File: config.mk
export PLATFORM = sky130hd
export DESIGN_NAME = gpio_mask_port
export DESIGN_NICKNAME = d
export VERILOG_FILES = /design/src/rtl/gpio_mask_pkg.sv /design/src/rtl/gpio_reg_decode.sv /design/src/rtl/gpio_out_regs.sv /design/src/rtl/gpio_in_sync.sv /design/src/rtl/gpio_mask_port.sv
export SDC_FILE = /design/constraint.sdc
export NUM_CORES = 1
export LEC_CHECK = 0
export BUFFER_PORTS_ARGS = -buffer_cell sky130_fd_sc_hd__buf_2
export CORE_MARGIN = 4
export CORE_UTILIZATION = 27
export CTS_CLUSTER_DIAMETER = 150
export DETAILED_ROUTE_END_ITERATION = 10
export PLACE_DENSITY = 0.49
export SYNTH_ARGS = -nofsm -noshare
export SYNTH_HDL_FRONTEND = slang
export SYNTH_SLANG_ARGS = --single-unit
export TNS_END_PERCENT = 20
File: constraint.sdc
create_clock -name clk -period 1.3 [get_ports clk]
set_input_delay 0.13 -clock clk [delete_from_list [all_inputs] [get_ports clk]]
set_output_delay 0.13 -clock clk [all_outputs]
set_load 0.01 [all_outputs]
File: src/rtl/gpio_mask_pkg.sv
package gpio_mask_pkg;
  localparam int unsigned WORD_DIR  = 0;
  localparam int unsigned WORD_MASK = 1;
  localparam int unsigned WORD_PIN  = 2;
  localparam int unsigned WORD_SET  = 3;
  localparam int unsigned WORD_CLR  = 4;

  typedef enum logic [2:0] {
    SEL_NONE,
    SEL_DIR,
    SEL_MASK,
    SEL_PIN,
    SEL_SET,
    SEL_CLR
  } reg_sel_e;
endpackage

File: src/rtl/gpio_reg_decode.sv
module gpio_reg_decode
  import gpio_mask_pkg::*;
#(
  parameter int WIDTH  = 32,
  parameter int ADDR_W = 5,
  localparam int NBYTES = WIDTH / 8
) (
  input  logic              req_valid,
  input  logic              req_wr,
  input  logic [ADDR_W-1:0] req_addr,
  input  logic [NBYTES-1:0] req_be,
  output reg_sel_e          sel,
  output logic              wr_en,
  output logic              rd_en,
  output logic [WIDTH-1:0]  lane_bits
);
  localparam int IDX_W = ADDR_W - 2;

  logic [IDX_W-1:0] word_idx;
  logic             unused_low;

  assign word_idx   = req_addr[ADDR_W-1:2];
  assign unused_low = ^req_addr[1:0];
  assign wr_en      = req_valid && req_wr;
  assign rd_en      = req_valid && !req_wr;

  always_comb begin
    sel = SEL_NONE;
    if (32'(word_idx) == WORD_DIR)       sel = SEL_DIR;
    else if (32'(word_idx) == WORD_MASK) sel = SEL_MASK;
    else if (32'(word_idx) == WORD_PIN)  sel = SEL_PIN;
    else if (32'(word_idx) == WORD_SET)  sel = SEL_SET;
    else if (32'(word_idx) == WORD_CLR)  sel = SEL_CLR;
  end

  for (genvar k = 0; k < NBYTES; k++) begin : g_lane
    assign lane_bits[8*k +: 8] = {8{req_be[k]}};
  end
endmodule

File: src/rtl/gpio_out_regs.sv
module gpio_out_regs
  import gpio_mask_pkg::*;
#(
  parameter int WIDTH = 32
) (
  input  logic             clk,
  input  logic             rst_n,
  input  logic             wr_en,
  input  reg_sel_e         sel,
  input  logic [WIDTH-1:0] lane_bits,
  input  logic [WIDTH-1:0] wdata,
  output logic [WIDTH-1:0] dir_q,
  output logic [WIDTH-1:0] mask_q,
  output logic [WIDTH-1:0] out_q
);
  logic [WIDTH-1:0] open_bits;
  logic [WIDTH-1:0] hit_bits;
  logic [WIDTH-1:0] dir_next;
  logic [WIDTH-1:0] mask_next;
  logic [WIDTH-1:0] out_next;

  // Pins whose lane is enabled and whose mask bit is clear
  assign open_bits = lane_bits & ~mask_q;
  assign hit_bits  = wdata & open_bits;

  always_comb begin
    dir_next  = dir_q;
    mask_next = mask_q;
    out_next  = out_q;
    if (wr_en) begin
      case (sel)
        SEL_DIR:  dir_next  = (dir_q & ~lane_bits) | (wdata & lane_bits);
        SEL_MASK: mask_next = (mask_q & ~lane_bits) | (wdata & lane_bits);
        SEL_PIN:  out_next  = (out_q & ~open_bits) | hit_bits;
        SEL_SET:  out_next  = out_q | hit_bits;
        SEL_CLR:  out_next  = out_q & ~hit_bits;
        default:  ;
      endcase
    end
  end

  always_ff @(posedge clk or negedge rst_n) begin
    if (!rst_n) begin
      dir_q  <= '0;
      mask_q <= '0;
      out_q  <= '0;
    end else begin
      dir_q  <= dir_next;
      mask_q <= mask_next;
      out_q  <= out_next;
    end
  end
endmodule

File: src/rtl/gpio_in_sync.sv
module gpio_in_sync #(
  parameter int WIDTH  = 32,
  parameter int STAGES = 2
) (
  input  logic             clk,
  input  logic             rst_n,
  input  logic [WIDTH-1:0] pad_in,
  output logic [WIDTH-1:0] sync_q
);
  logic [WIDTH-1:0] stage_q [STAGES];

  for (genvar s = 0; s < STAGES; s++) begin : g_stage
    if (s == 0) begin : g_first
      always_ff @(posedge clk or negedge rst_n) begin
        if (!rst_n) stage_q[s] <= '0;
        else        stage_q[s] <= pad_in;
      end
    end else begin : g_rest
      always_ff @(posedge clk or negedge rst_n) begin
        if (!rst_n) stage_q[s] <= '0;
        else        stage_q[s] <= stage_q[s-1];
      end
    end
  end

  assign sync_q = stage_q[STAGES-1];
endmodule

File: src/rtl/gpio_mask_port.sv
module gpio_mask_port
  import gpio_mask_pkg::*;
#(
  parameter int WIDTH       = 32,
  parameter int ADDR_W      = 5,
  parameter int SYNC_STAGES = 2,
  localparam int NBYTES = WIDTH / 8
) (
  input  logic              clk,
  input  logic              rst_n,
  input  logic              req_valid,
  output logic              req_ready,
  input  logic              req_wr,
  input  logic [ADDR_W-1:0] req_addr,
  input  logic [NBYTES-1:0] req_be,
  input  logic [WIDTH-1:0]  req_wdata,
  output logic              rsp_valid,
  output logic [WIDTH-1:0]  rsp_data,
  input  logic [WIDTH-1:0]  pad_in,
  output logic [WIDTH-1:0]  pad_out,
  output logic [WIDTH-1:0]  pad_oe
);
  reg_sel_e         sel;
  logic             wr_en;
  logic             rd_en;
  logic [WIDTH-1:0] lane_bits;
  logic [WIDTH-1:0] dir_q;
  logic [WIDTH-1:0] mask_q;
  logic [WIDTH-1:0] out_q;
  logic [WIDTH-1:0] sync_q;
  logic [WIDTH-1:0] rd_word;

  assign req_ready = 1'b1;

  gpio_reg_decode #(.WIDTH(WIDTH), .ADDR_W(ADDR_W)) i_decode (
    .req_valid (req_valid),
    .req_wr    (req_wr),
    .req_addr  (req_addr),
    .req_be    (req_be),
    .sel       (sel),
    .wr_en     (wr_en),
    .rd_en     (rd_en),
    .lane_bits (lane_bits)
  );

  gpio_out_regs #(.WIDTH(WIDTH)) i_regs (
    .clk       (clk),
    .rst_n     (rst_n),
    .wr_en     (wr_en),
    .sel       (sel),
    .lane_bits (lane_bits),
    .wdata     (req_wdata),
    .dir_q     (dir_q),
    .mask_q    (mask_q),
    .out_q     (out_q)
  );

  gpio_in_sync #(.WIDTH(WIDTH), .STAGES(SYNC_STAGES)) i_sync (
    .clk    (clk),
    .rst_n  (rst_n),
    .pad_in (pad_in),
    .sync_q (sync_q)
  );

  always_comb begin
    case (sel)
      SEL_DIR:  rd_word = dir_q;
      SEL_MASK: rd_word = mask_q;
      SEL_PIN:  rd_word = sync_q & ~mask_q;
      default:  rd_word = '0;
    endcase
  end

  always_ff @(posedge clk or negedge rst_n) begin
    if (!rst_n) begin
      rsp_valid <= 1'b0;
      rsp_data  <= '0;
    end else begin
      rsp_valid <= rd_en;
      if (rd_en) rsp_data <= rd_word;
    end
  end

  assign pad_out = out_q;
  assign pad_oe  = dir_q;
endmodule

# Word-level counts from Yosys, hierarchy flattened

Cells that the tools add are included.
W data, S select, Z words.

Bits in registers: 193
Bits of input ports: 77
Output and inout bits: 98
Logic and storage cells: 47

Equal/unequal tests: 9
Muxes and demuxes: 7
Bitwise operators: 16
Reductions and logical operators: 8

Operator list:

| cell                 | count |
|---|---|
| $and A32 B32 Y32     | 8 |
| $pmux W32 S3         | 2 |
| $not A32 Y32         | 4 |
| $or A32 B32 Y32      | 4 |
| $mux W3              | 5 |
| $eq A3 B2 Y1 const B | 4 |
| $eq A3 B3 Y1 const B | 3 |
| $eq A3 B1 Y1 const B | 2 |
| $reduce_and A2 Y1    | 3 |
| $logic_not A3 Y1     | 1 |
| $reduce_bool A3 Y1   | 1 |
| $logic_and A1 B1 Y1  | 2 |
| $logic_not A1 Y1     | 1 |

# Logic depth before layout (Yosys ltp)

Gate-level depths: netlist (run 1).

Depth after elaboration: 9
Mapped depth: 7
Mapped depth without buffers: 4

# Hierarchy

A second synthesis (run 1) with hierarchy kept.

Cell total of the unflattened synthesis: 778
Area, all modules: 9163.8 µm²

Modules (own cells, without submodules):

| module          | times used | cells each | area each (µm²) |
|---|---|---|---|
| gpio_out_regs   | 1          | 388        | 4675.7 |
| gpio_mask_port  | 1          | 254        | 2359.8 |
| gpio_in_sync    | 1          | 96         | 1841.8 |
| gpio_reg_decode | 1          | 40         | 286.5 |

# Worst setup path before layout (run 1)

OpenSTA, ideal clock, no wires.

Kind: input to register
Start: input port req_addr[2]
End: register rsp_data[0]
Library setup time: 121 ps
Data arrival time: 1286 ps
Slack: -107 ps
Stages on the path: 6
Buffers on the path: 3
Path through: buf_2 > buf_2 > buf_2 > mux2i_1 > o32ai_1 > a22o_1

Longest elaborated chain between the ends: 8
Elaborated cells between the ends (all ways): 14
Classes of those cells: eq/ne (7); mux (6); reduce/logical (1)

Ends and longest elaborated chain:

| element                                      | RTL line              | text |
|---|---|---|
| start, declared                              | gpio_mask_port.sv:14  | `input logic [ADDR_W-1:0] req_addr,` |
| $eq A3 B3 Y1                                 | gpio_reg_decode.sv:33 | `else if (32'(word_idx) == WORD_CLR) sel = SEL_CLR;` |
| $mux W3                                      | gpio_reg_decode.sv:33 |  |
| $mux W3                                      | gpio_reg_decode.sv:32 | `else if (32'(word_idx) == WORD_SET) sel = SEL_SET;` |
| $mux W3                                      | gpio_reg_decode.sv:31 | `else if (32'(word_idx) == WORD_PIN) sel = SEL_PIN;` |
| $mux W3                                      | gpio_reg_decode.sv:30 | `else if (32'(word_idx) == WORD_MASK) sel = SEL_MASK;` |
| $mux W3 *                                    | gpio_reg_decode.sv:29 | `if (32'(word_idx) == WORD_DIR) sel = SEL_DIR;` |
| $eq A3 B2 Y1 or $eq A3 B1 Y1 (tied branches) | gpio_mask_port.sv:66  | `case (sel)` |
| $pmux W32 S3 *                               | gpio_mask_port.sv:66  |  |
| end signal, assigned                         | gpio_mask_port.sv:80  | `if (rd_en) rsp_data <= rd_word;` |
| end, declared                                | gpio_mask_port.sv:18  | `output logic [WIDTH-1:0] rsp_data,` |

Every way passes the cells marked *; elsewhere a longest branch is shown, timed or not.
A chain may end at the register's enable or synchronous reset.

==> run_results.csv, run 1 <==
group,metric,value,unit
drt,dr.pass1.iters,4,
placement,hpwl,16.6,mm
clock_network,cts_setup_buffers,0,
power,power.internal,11.0,mW
drt,vias,5789,
worst_setup_path,arrival,1.03,ns
clock_network,root_buffer,"clkbuf_16",
global_routing,grt_use_total,14.9,%
worst_setup_path,startpoint_type,"register",
die,die_area,0.0316,mm²
drt,drt_iter0_drc,319,
synthesis,yosysSeqAreaShare,62.0,%
final_layout,design_area,0.0108,mm²
power,ir_worst_vdd,0.845,mV
worst_setup_path,worstPathRequired,1.17,ns
die,io_pins,175,
synthesis,synth_ff_type,"dfrtp_1",
drt,ant_nets,0,
power,power_switching,4.60,mW
clock_network,insertion_delay,0.44,ns
final_layout,area_delta_synth_final,38.6,%
final_layout,layout_common_cells,"dfrtp_1, buf_2, dlygate4sd3_1",
drt,routed_wl,23.3,mm
global_routing,grt_pass1_wl,35.9,mm
global_routing,grt_pass1_vias,6041,
timing,min_period,1.16,ns
power,swShare,29.4,%
worst_setup_path,crit_chain,"buf_2",
power,power_density,1450,mW/mm²
synthesis,synth.avg_cell_area,13.1,µm²
die,dieWidth,178,µm
global_routing,grt_max_degree,45,
run,cap_violations,0,
synthesis,yosysUniqueCellTypes,38,
synthesis,synthTopCellsByArea,"dfrtp_1, mux2_2, mux2i_1",
worst_setup_path,cpLargestDelayFamily,"flip-flops",
die,rows,61,
drt,routedWlPerCell,18.5,µm
timing,finalMaxSlewViolations,0,
worst_setup_path,critPathBufInv,1,
die,core,0.0282,mm²
timing,fin_hold_ws,0.0752,ns
worst_setup_path,cp-end-kind,"primary output",
power,clockPowerShare,34.6,%
min_path,hold_path_class,"in2reg",
synthesis,synthCells,595,
timing,fin_tns_setup,0,ns
min_path,worstHoldPathCells,3,
clock_network,clock_sinks,193,
placement,place_area,0.00955,mm²
final_layout,nNetsFinal,940,
timing,tightest_slew,0.687,ns
placement,post-place-ws,-0.269,ns
worst_setup_path,cp.depth,1,
final_layout,drive_gt1_share,37.1,%
clock_network,hold_buffers,65,
synthesis,yosys.area.top_type_share,62.0,%
worst_setup_path,path_max_fanout,3,
clock_network,htreeDepth,4,
global_routing,grt_overflow,0,
synthesis,async_flop_share,100,%
timing,maxSlewHeadroom,53.9,%
drt,drc,0,
timing,post-route-period-util,89.3,%
clock_network,clk_pin_slew,0.08,ns
drt,vias_per_cell,4.61,
power,p_leak,5.22,nW
power,p_comb_share,17.4,%
timing,grt_setup_unrepaired,"false",
die,dieHeight,178,µm
worst_setup_path,crit_type,"reg2out",
clock_network,cts_buffer_depth,2,
timing,fmax,861,MHz
run_status,outcome,"complete, no violations",
placement,numPortBuffers,171,
worst_setup_path,cpPeakStageDelay,0.43,ns
die,start_util,27.7,%
synthesis,synth_area,0.00779,mm²
final_layout,fillers,2699,
timing,fin_skew,0.0100,ns
timing,setup_ws,0.138,ns
clock_network,cts_made_buffers,17,
worst_setup_path,slowest_stage,"dfrtp_1",
synthesis,synth_nets,672,
synthesis,ys_ff_latch,193,
timing,finalHoldViolCount,0,
power,seqPwrFrac,47.9,%
placement,gp_congestion,0.746,
timing,setup_viol,0,
clock_network,cts_tree,"built",
final_layout,final_common_cell,"dfrtp_1",
synthesis,yosysTopAreaCell,"dfrtp_1",
synthesis,yosysWarningCount,0,
global_routing,grt_antenna_before_repair,2,
synthesis,synth-edff-count,0,
clock_network,cts_resized,0,
worst_setup_path,ff2ff_path_depth,3,
[Yosys cell counts (all sizes together), types with 6 or more instances]
cell type,n
nand3b,11
nand4b,6
o31ai,26
nand2,33
inv,34
mux2,63
and3,13
clkbuf,19
mux2i,35
buf,21
o21ai,17
a21oi,30
o32ai,32
nor3b,6
dfrtp,193
a22o,32
[final timing paths]
kind / from / slack, ns / endpoint
min: req_be[2] / 0.08 / i_regs.out_q[20]$_DFFE_PN0P_
min reg2reg: i_sync.stage_q[56]$_DFF_PN0_ / 0.34 / i_sync.sync_q[24]$_DFF_PN0_
max in group asynchronous: rst_n / 0.56 / i_sync.sync_q[4]$_DFF_PN0_
max: register / 0.14 / pad_oe[31]
min in group asynchronous: rst_n / 0.18 / i_regs.out_q[16]$_DFFE_PN0P_
max reg2reg: register / 0.17 / i_regs.out_q[26]$_DFFE_PN0P_
[cells by family (layout without fill, tap and decap cells)]
| family | count (synthesis) | after routing | share of synthesized area, % |
|---|---|---|---|
| flip-flops | 193 | 193 | 62.0 |
| AO/OA/AOI/OAI | 147 | 147 | 14.0 |
| multiplexers | 98 | 98 | 13.6 |
| AND/OR/NAND/NOR | 82 | 82 | 6.31 |
| buffers and inverters | 74 | 355 | 4.09 |
| other | 1 | 3 | 0.0481 |
[routing by layer]
metal | GRT usage, % | vias to the layer above | routed length, µm
li1 | - | 2714 | -
met1 | 20.4 | 2896 | 10900
met2 | 23.3 | 148 | 10700
met3 | 3.47 | 29 | 1190
met4 | 4.93 | 2 | 438
met5 | 0 | - | 7
[area by class of cell]
class,instances,area [µm²],share of cell area (%)
repair buffers,289,2110,19.6
inverters,34,128,1.18
clock inverters,14,158,1.46
multi-input cells,328,2660,24.6
diodes,2,5.00,0.0463
well taps,378,473,4.38
flip-flops and latches,193,4830,44.7
clock buffers,18,439,4.07
[power by group through the flow]
stage	registers (mW)	clock network, mW	logic (mW)
2_1_floorplan	7.66	0	1.12
5_1_grt	7.61	5.83	3.02
6_report	7.49	5.41	2.73
3_5_place_dp	7.61	0	2.61
4_1_cts	7.50	5.57	2.78
3_3_place_gp	7.61	0	2.56
[stage by stage]
| step | instances | power (mW) | utilization [%] |
|---|---|---|---|
| 4_1_cts | 1254 | 15.8 | 38.3 |
| 3_3_place_gp | 1157 | 10.2 | 33.9 |
| 5_1_grt | 1255 | 16.5 | 38.3 |
| 3_5_place_dp | 1157 | 10.2 | 33.9 |
| 2_1_floorplan | 595 | 8.78 | - |
| 6_report | 1256 | 15.6 | 38.4 |
No activity file was read; power rests on OpenSTA's default activity.
==> run 2, diff against run 1 <==
==> constraint.sdc (replaced) <==
create_clock -name clk -period 1.1 [get_ports clk]
set_input_delay 0.11 -clock clk [delete_from_list [all_inputs] [get_ports clk]]
set_output_delay 0.11 -clock clk [all_outputs]
set_load 0.01 [all_outputs]
==> run_results.csv, run 2 (synthesis gave the netlist of run 1 again) <==
group,metric,value,unit
worst_setup_path,worstPathRequired,0.99,ns
run,cap_violations,0,
worst_setup_path,cpPeakStageDelay,0.39,ns
timing,fmax,853,MHz
die,dieWidth,178,µm
timing,post-route-period-util,107,%
power,power_density,1690,mW/mm²
power,p_comb_share,19.2,%
global_routing,grt_pass1_wl,36.7,mm
power,power_switching,5.59,mW
worst_setup_path,cpMostUsedCell,"buf_6",
final_layout,fillers,2722,
clock_network,cts_tree,"built",
worst_setup_path,critPathBufInv,2,
clock_network,cts_buffer_depth,2,
placement,numPortBuffers,171,
final_layout,fin_util,40.3,%
timing,fin_skew,0.0190,ns
clock_network,insertion_delay,0.45,ns
global_routing,grt_max_degree,38,
drt,routedWlPerCell,18.3,µm
clock_network,root_buffer,"clkbuf_16",
global_routing,grt_use_total,15.2,%
final_layout,drive_gt1_share,40.2,%
clock_network,clk_pin_slew,0.09,ns
power,swShare,29.1,%
clock_network,clock_sinks,193,
power,ir_worst_vdd,1.10,mV
die,io_pins,175,
worst_setup_path,crit_chain,"buf_6 > buf_6",
global_routing,grt_antenna_before_repair,0,
drt,drc,0,
timing,grt_setup_unrepaired,"true",
drt,dr.pass1.iters,5,
worst_setup_path,cpLargestDelayFamily,"flip-flops",
worst_setup_path,crit_type,"reg2out",
worst_setup_path,cp-end-kind,"primary output",
run_status,violations,"negative setup slack",
die,core,0.0282,mm²
timing,setup_ws,-0.0727,ns
final_layout,diodes,0,
run_status,outcome,"complete, but fails checks",
worst_setup_path,arrival,1.06,ns
timing,finalHoldViolCount,0,
clock_network,htreeDepth,4,
die,start_util,27.7,%
drt,vias_per_cell,4.59,
min_path,hp-start,"req_be[2]",
global_routing,grt_pass1_vias,6167,
worst_setup_path,startpoint_type,"register",
worst_setup_path,slowest_stage,"dfrtp_1",
global_routing,grt_overflow,0,
final_layout,final_common_cell,"dfrtp_1",
timing,min_period,1.17,ns
min_path,hold_path_class,"in2reg",
power,clockPowerShare,34.4,%
drt,routed_wl,23.4,mm
power,p_total,19.2,mW
clock_network,cts_made_buffers,17,
drt,vias,5856,
worst_setup_path,path_max_fanout,2,
final_layout,nNetsFinal,962,
die,dieHeight,178,µm
timing,setup_viol,20,
die,rows,61,
power,p_leak,5.42,nW
final_layout,area_delta_synth_final,45.7,%
drt,ant_nets,0,
placement,hpwl,16.3,mm
die,die_area,0.0316,mm²
power,seqPwrFrac,46.4,%
placement,gp_congestion,0.726,
power,power.internal,13.6,mW
timing,finalMaxSlewViolations,0,
drt,drt_iter0_drc,233,
final_layout,layout_common_cells,"dfrtp_1, buf_2, dlygate4sd3_1",
-- run 2: changes by cell type in the layout (fill, tap and decap cells not counted), moves of 5 or more --
cell / before / now
buf_2: 170 / 139
o21ai_0: 14 / 4
o21ai_1: 2 / 11
buf_12: 16 / 21
buf_4: 37 / 51
buf_6: 0 / 34
-- run 2: cell type report --
type / count / area, µm² / share of cell area [%]
Inverter: 34 / 128 / 1.12
Clock buffer: 17 / 425 / 3.75
Multi-Input combinational cell: 328 / 2760 / 24.3
Timing Repair Buffer: 311 / 2550 / 22.4
Tap cell: 378 / 473 / 4.17
Clock inverter: 15 / 191 / 1.69
Sequential cell: 193 / 4830 / 42.6
-- run 2: per-stage QoR --
| stage | hold WS (ns) | instance area, µm² | TNS [ns] | instances | worst slack, ns |
|---|---|---|---|---|---|
| 2_1_floorplan | -0.186 | 7900 | -11.36 | 595 | -0.145 |
| 3_3_place_gp | 0.0808 | 9790 | -36.06 | 1173 | -0.324 |
| 3_5_place_dp | 0.0789 | 9790 | -36.50 | 1173 | -0.344 |
| 4_1_cts | 0.0233 | 11200 | -1.91 | 1271 | -0.108 |
| 5_1_grt | 0.0495 | 11400 | -3.34 | 1276 | -0.123 |
| 6_report | 0.0479 | 11400 | -0.298 | 1276 | -0.0727 |
-- run 2: final timing paths --
path                                                end  slack [ns]  depth (start not counted)
setup reg to reg                rsp_data[5]$_DFFE_PN0P_        0.01                          4
hold reg to reg             i_sync.sync_q[28]$_DFF_PN0_        0.34                          0
setup / recovery                             pad_oe[19]       -0.07                          2
min in group asynchronous  i_sync.stage_q[32]$_DFF_PN0_        0.16                          2
max in group asynchronous       rsp_data[6]$_DFFE_PN0P_        0.42                          3
hold / removal             i_regs.out_q[20]$_DFFE_PN0P_        0.05                          3
-- run 2: worst min-delay path, cell delays in order --
cell and delay (ns):
buf_2 0.12, and4b_1 0.19, a21oi_1 0.04
-- run 2: timing repair --
action                                  in CTS  in global routing
buffers inserted                             6                  6
hold buffers                                65                  0
pin swaps                                    0                 13
hold endpoints to repair                   317                  0
endpoints found under the setup margin      83                105
gates resized for setup                     20                 28
gates cloned                                 0                  0
-- run 2: power groups by stage --
| stage | sequential [mW] | combinational (mW) | clock (mW) |
|---|---|---|---|
| after detailed placement | 8.98 | 3.25 | 0 |
| final | 8.90 | 3.69 | 6.61 |
| after global routing | 9.04 | 4.05 | 7.12 |
| after CTS | 8.88 | 3.57 | 6.82 |
| after global placement | 8.98 | 3.20 | 0 |
| after floorplan | 9.06 | 1.36 | 0 |
-- run 2: per-layer routing --
layer | part of all wire (%) | global-route usage (%) | routed length [µm] | vias up
li1 | - | - | - | 2762
met1 | 46 | 20.7 | 10800 | 2934
met3 | 4.2 | 3.28 | 972 | 15
met4 | 0.92 | 3.29 | 214 | 0
met5 | 0 | 0 | 0 | -
met2 | 49 | 25.0 | 11400 | 145
==> run 3, diff against run 2 <==
--- a/config.mk
+++ b/config.mk
@@ -6,11 +6,10 @@
 export NUM_CORES = 1
 export LEC_CHECK = 0
 export BUFFER_PORTS_ARGS = -buffer_cell sky130_fd_sc_hd__buf_2
-export CORE_MARGIN = 4
-export CORE_UTILIZATION = 27
+export CORE_UTILIZATION = 40
 export CTS_CLUSTER_DIAMETER = 150
 export DETAILED_ROUTE_END_ITERATION = 10
-export PLACE_DENSITY = 0.49
+export PLACE_DENSITY = 0.65
 export SYNTH_ARGS = -nofsm -noshare
 export SYNTH_HDL_FRONTEND = slang
 export SYNTH_SLANG_ARGS = --single-unit
==> run_results.csv, run 3 (synthesis gave the netlist of run 1 again) <==
group,metric,value,unit
final_layout,area_delta_synth_final,39.6,%
timing,finalHoldViolCount,0,
worst_setup_path,cpPeakStageDelay,0.41,ns
final_layout,nNetsFinal,951,
placement,gp_congestion,0.830,
die,dieWidth,142,µm
global_routing,grt_pass1_vias,6407,
timing,finalMaxSlewViolations,0,
run,cap_violations,0,
power,p_leak,5.30,nW
placement,dp.cells,1034,
clock_network,cts_made_buffers,17,
power,power_density,1710,mW/mm²
drt,vias,6100,
die,die_area,0.0200,mm²
global_routing,grt_overflow,0,
global_routing,grt_antenna_before_repair,1,
final_layout,drive_gt1_share,39.0,%
global_routing,grt_use_total,22.9,%
die,io_pins,175,
die,rows,50,
timing,fin_hold_ws,0.0733,ns
worst_setup_path,rrSetupSlack,0.01,ns
timing,setup_ws,-0.0105,ns
drt,drt_iter0_drc,251,
timing,grt_setup_unrepaired,"true",
placement,post-place-ws,-0.420,ns
run_status,outcome,"complete, but fails checks",
worst_setup_path,crit_chain,"buf_2",
drt,routed_wl,22.2,mm
worst_setup_path,arrival,1.00,ns
worst_setup_path,worstPathRequired,0.99,ns
drt,routedWlPerCell,19.3,µm
clock_network,htreeDepth,4,
worst_setup_path,cp-end-kind,"primary output",
placement,hpwl,15.1,mm
timing,fin_skew,0.00935,ns
clock_network,cts_buffer_depth,2,
final_layout,layout_common_cells,"dfrtp_1, buf_2, dlygate4sd3_1",
die,start_util,41.3,%
worst_setup_path,crit_type,"reg2out",
clock_network,clk_pin_slew,0.08,ns
placement,numPortBuffers,171,
global_routing,grt_pass1_wl,34.8,mm
drt,drc,0,
clock_network,root_buffer,"clkbuf_16",
global_routing,grt_max_degree,39,
die,core,0.0189,mm²
clock_network,insertion_delay,0.44,ns
drt,ant_nets,0,
min_path,hold_path_class,"in2reg",
clock_network,cts_tree,"built",
drt,dr.pass1.iters,4,
drt,vias_per_cell,5.31,
timing,post-route-period-util,101,%
final_layout,final_cells,1148,
final_layout,final_common_cell,"dfrtp_1",
run_status,violations,"negative setup slack",
worst_setup_path,slowest_stage,"dfrtp_1",
die,dieHeight,142,µm
worst_setup_path,critPathBufInv,1,
timing,setup_viol,15,
clock_network,clock_sinks,193,
worst_setup_path,path_max_fanout,3,
power,ir_worst_vdd,0.943,mV
worst_setup_path,cpLargestDelayFamily,"flip-flops",
timing,fmax,900,MHz
timing,min_period,1.11,ns
worst_setup_path,startpoint_type,"register",
## run 3: cell types whose count changed in the layout (fill, tap and decap cells not counted), moves of 2 or more
| cell | delta |
|---|---|
| buf_2 | +15 |
| dfrtp_2 | -2 |
| buf_12 | -7 |
| inv_8 | -3 |
| clkinv_4 | +5 |
| dfrtp_1 | +2 |
| buf_4 | -4 |
| buf_6 | -15 |
## run 3: path summary, 6_finish.rpt
kind | start | endpoint | cells after the start
min | req_be[2] | i_regs.out_q[20]$_DFFE_PN0P_ | 3
max in group asynchronous | rst_n | i_sync.stage_q[59]$_DFF_PN0_ | 3
max | register | pad_oe[25] | 1
min reg2reg | i_sync.stage_q[59]$_DFF_PN0_ | i_sync.sync_q[27]$_DFF_PN0_ | 0
min in group asynchronous | rst_n | i_sync.sync_q[16]$_DFF_PN0_ | 2
max reg2reg | register | rsp_data[20]$_DFFE_PN0P_ | 4
## run 3: worst reg2reg max path: stages, from the launching register on
cell and delay, ns:
dfrtp_1 0.41, buf_4 0.15, mux2i_1 0.13, o32ai_1 0.09, a22o_1 0.20
## run 3: cell type report
class | instances | area, µm²
antenna | 1 | 2.50
clock buffer | 18 | 429
clock inverter | 14 | 148
fill | 1577 | 8010
inverter | 34 | 128
multi-input combinational | 328 | 2740
sequential | 193 | 4830
tap | 260 | 325
timing repair buffer | 300 | 2280
## run 3: repair_timing
action / CTS / global route
buffers inserted: 9 / 7
resized for setup: 5 / 24
hold buffers: 65 / 0
setup endpoints to repair: 57 / 141
pin swaps: 0 / 11
endpoints found under the hold margin: 316 / 0
## run 3: report_power, final
| part | internal, mW | leakage, nW | switching [mW] |
|---|---|---|---|
| sequential | 8.06 | 2.41 | 0.833 |
| combinational | 1.93 | 2.61 | 1.65 |
| clock | 3.20 | 0.280 | 2.90 |
| total | 13.2 | 5.30 | 5.39 |
## run 3: per-stage QoR
step	utilization [%]	total power, mW	TNS, ns	instance area (µm²)
global route	57.6	19.4	-2.28	10900
detailed placement	49.7	12.1	-43.96	9390
finish	57.6	18.6	-0.101	10900
floorplan	-	10.4	-11.36	7900
CTS	56.7	18.5	-0.783	10700
global placement	49.7	11.9	-41.37	9390
## run 3: layer usage
layer  global-route usage, %  vias to the layer above  wire length, µm
met5                       0                        -               13
met2                    38.7                      198            10900
met1                    29.4                     3111             9820
met3                    5.37                       29             1200
met4                    6.34                        2              282
li1                        -                     2760                -
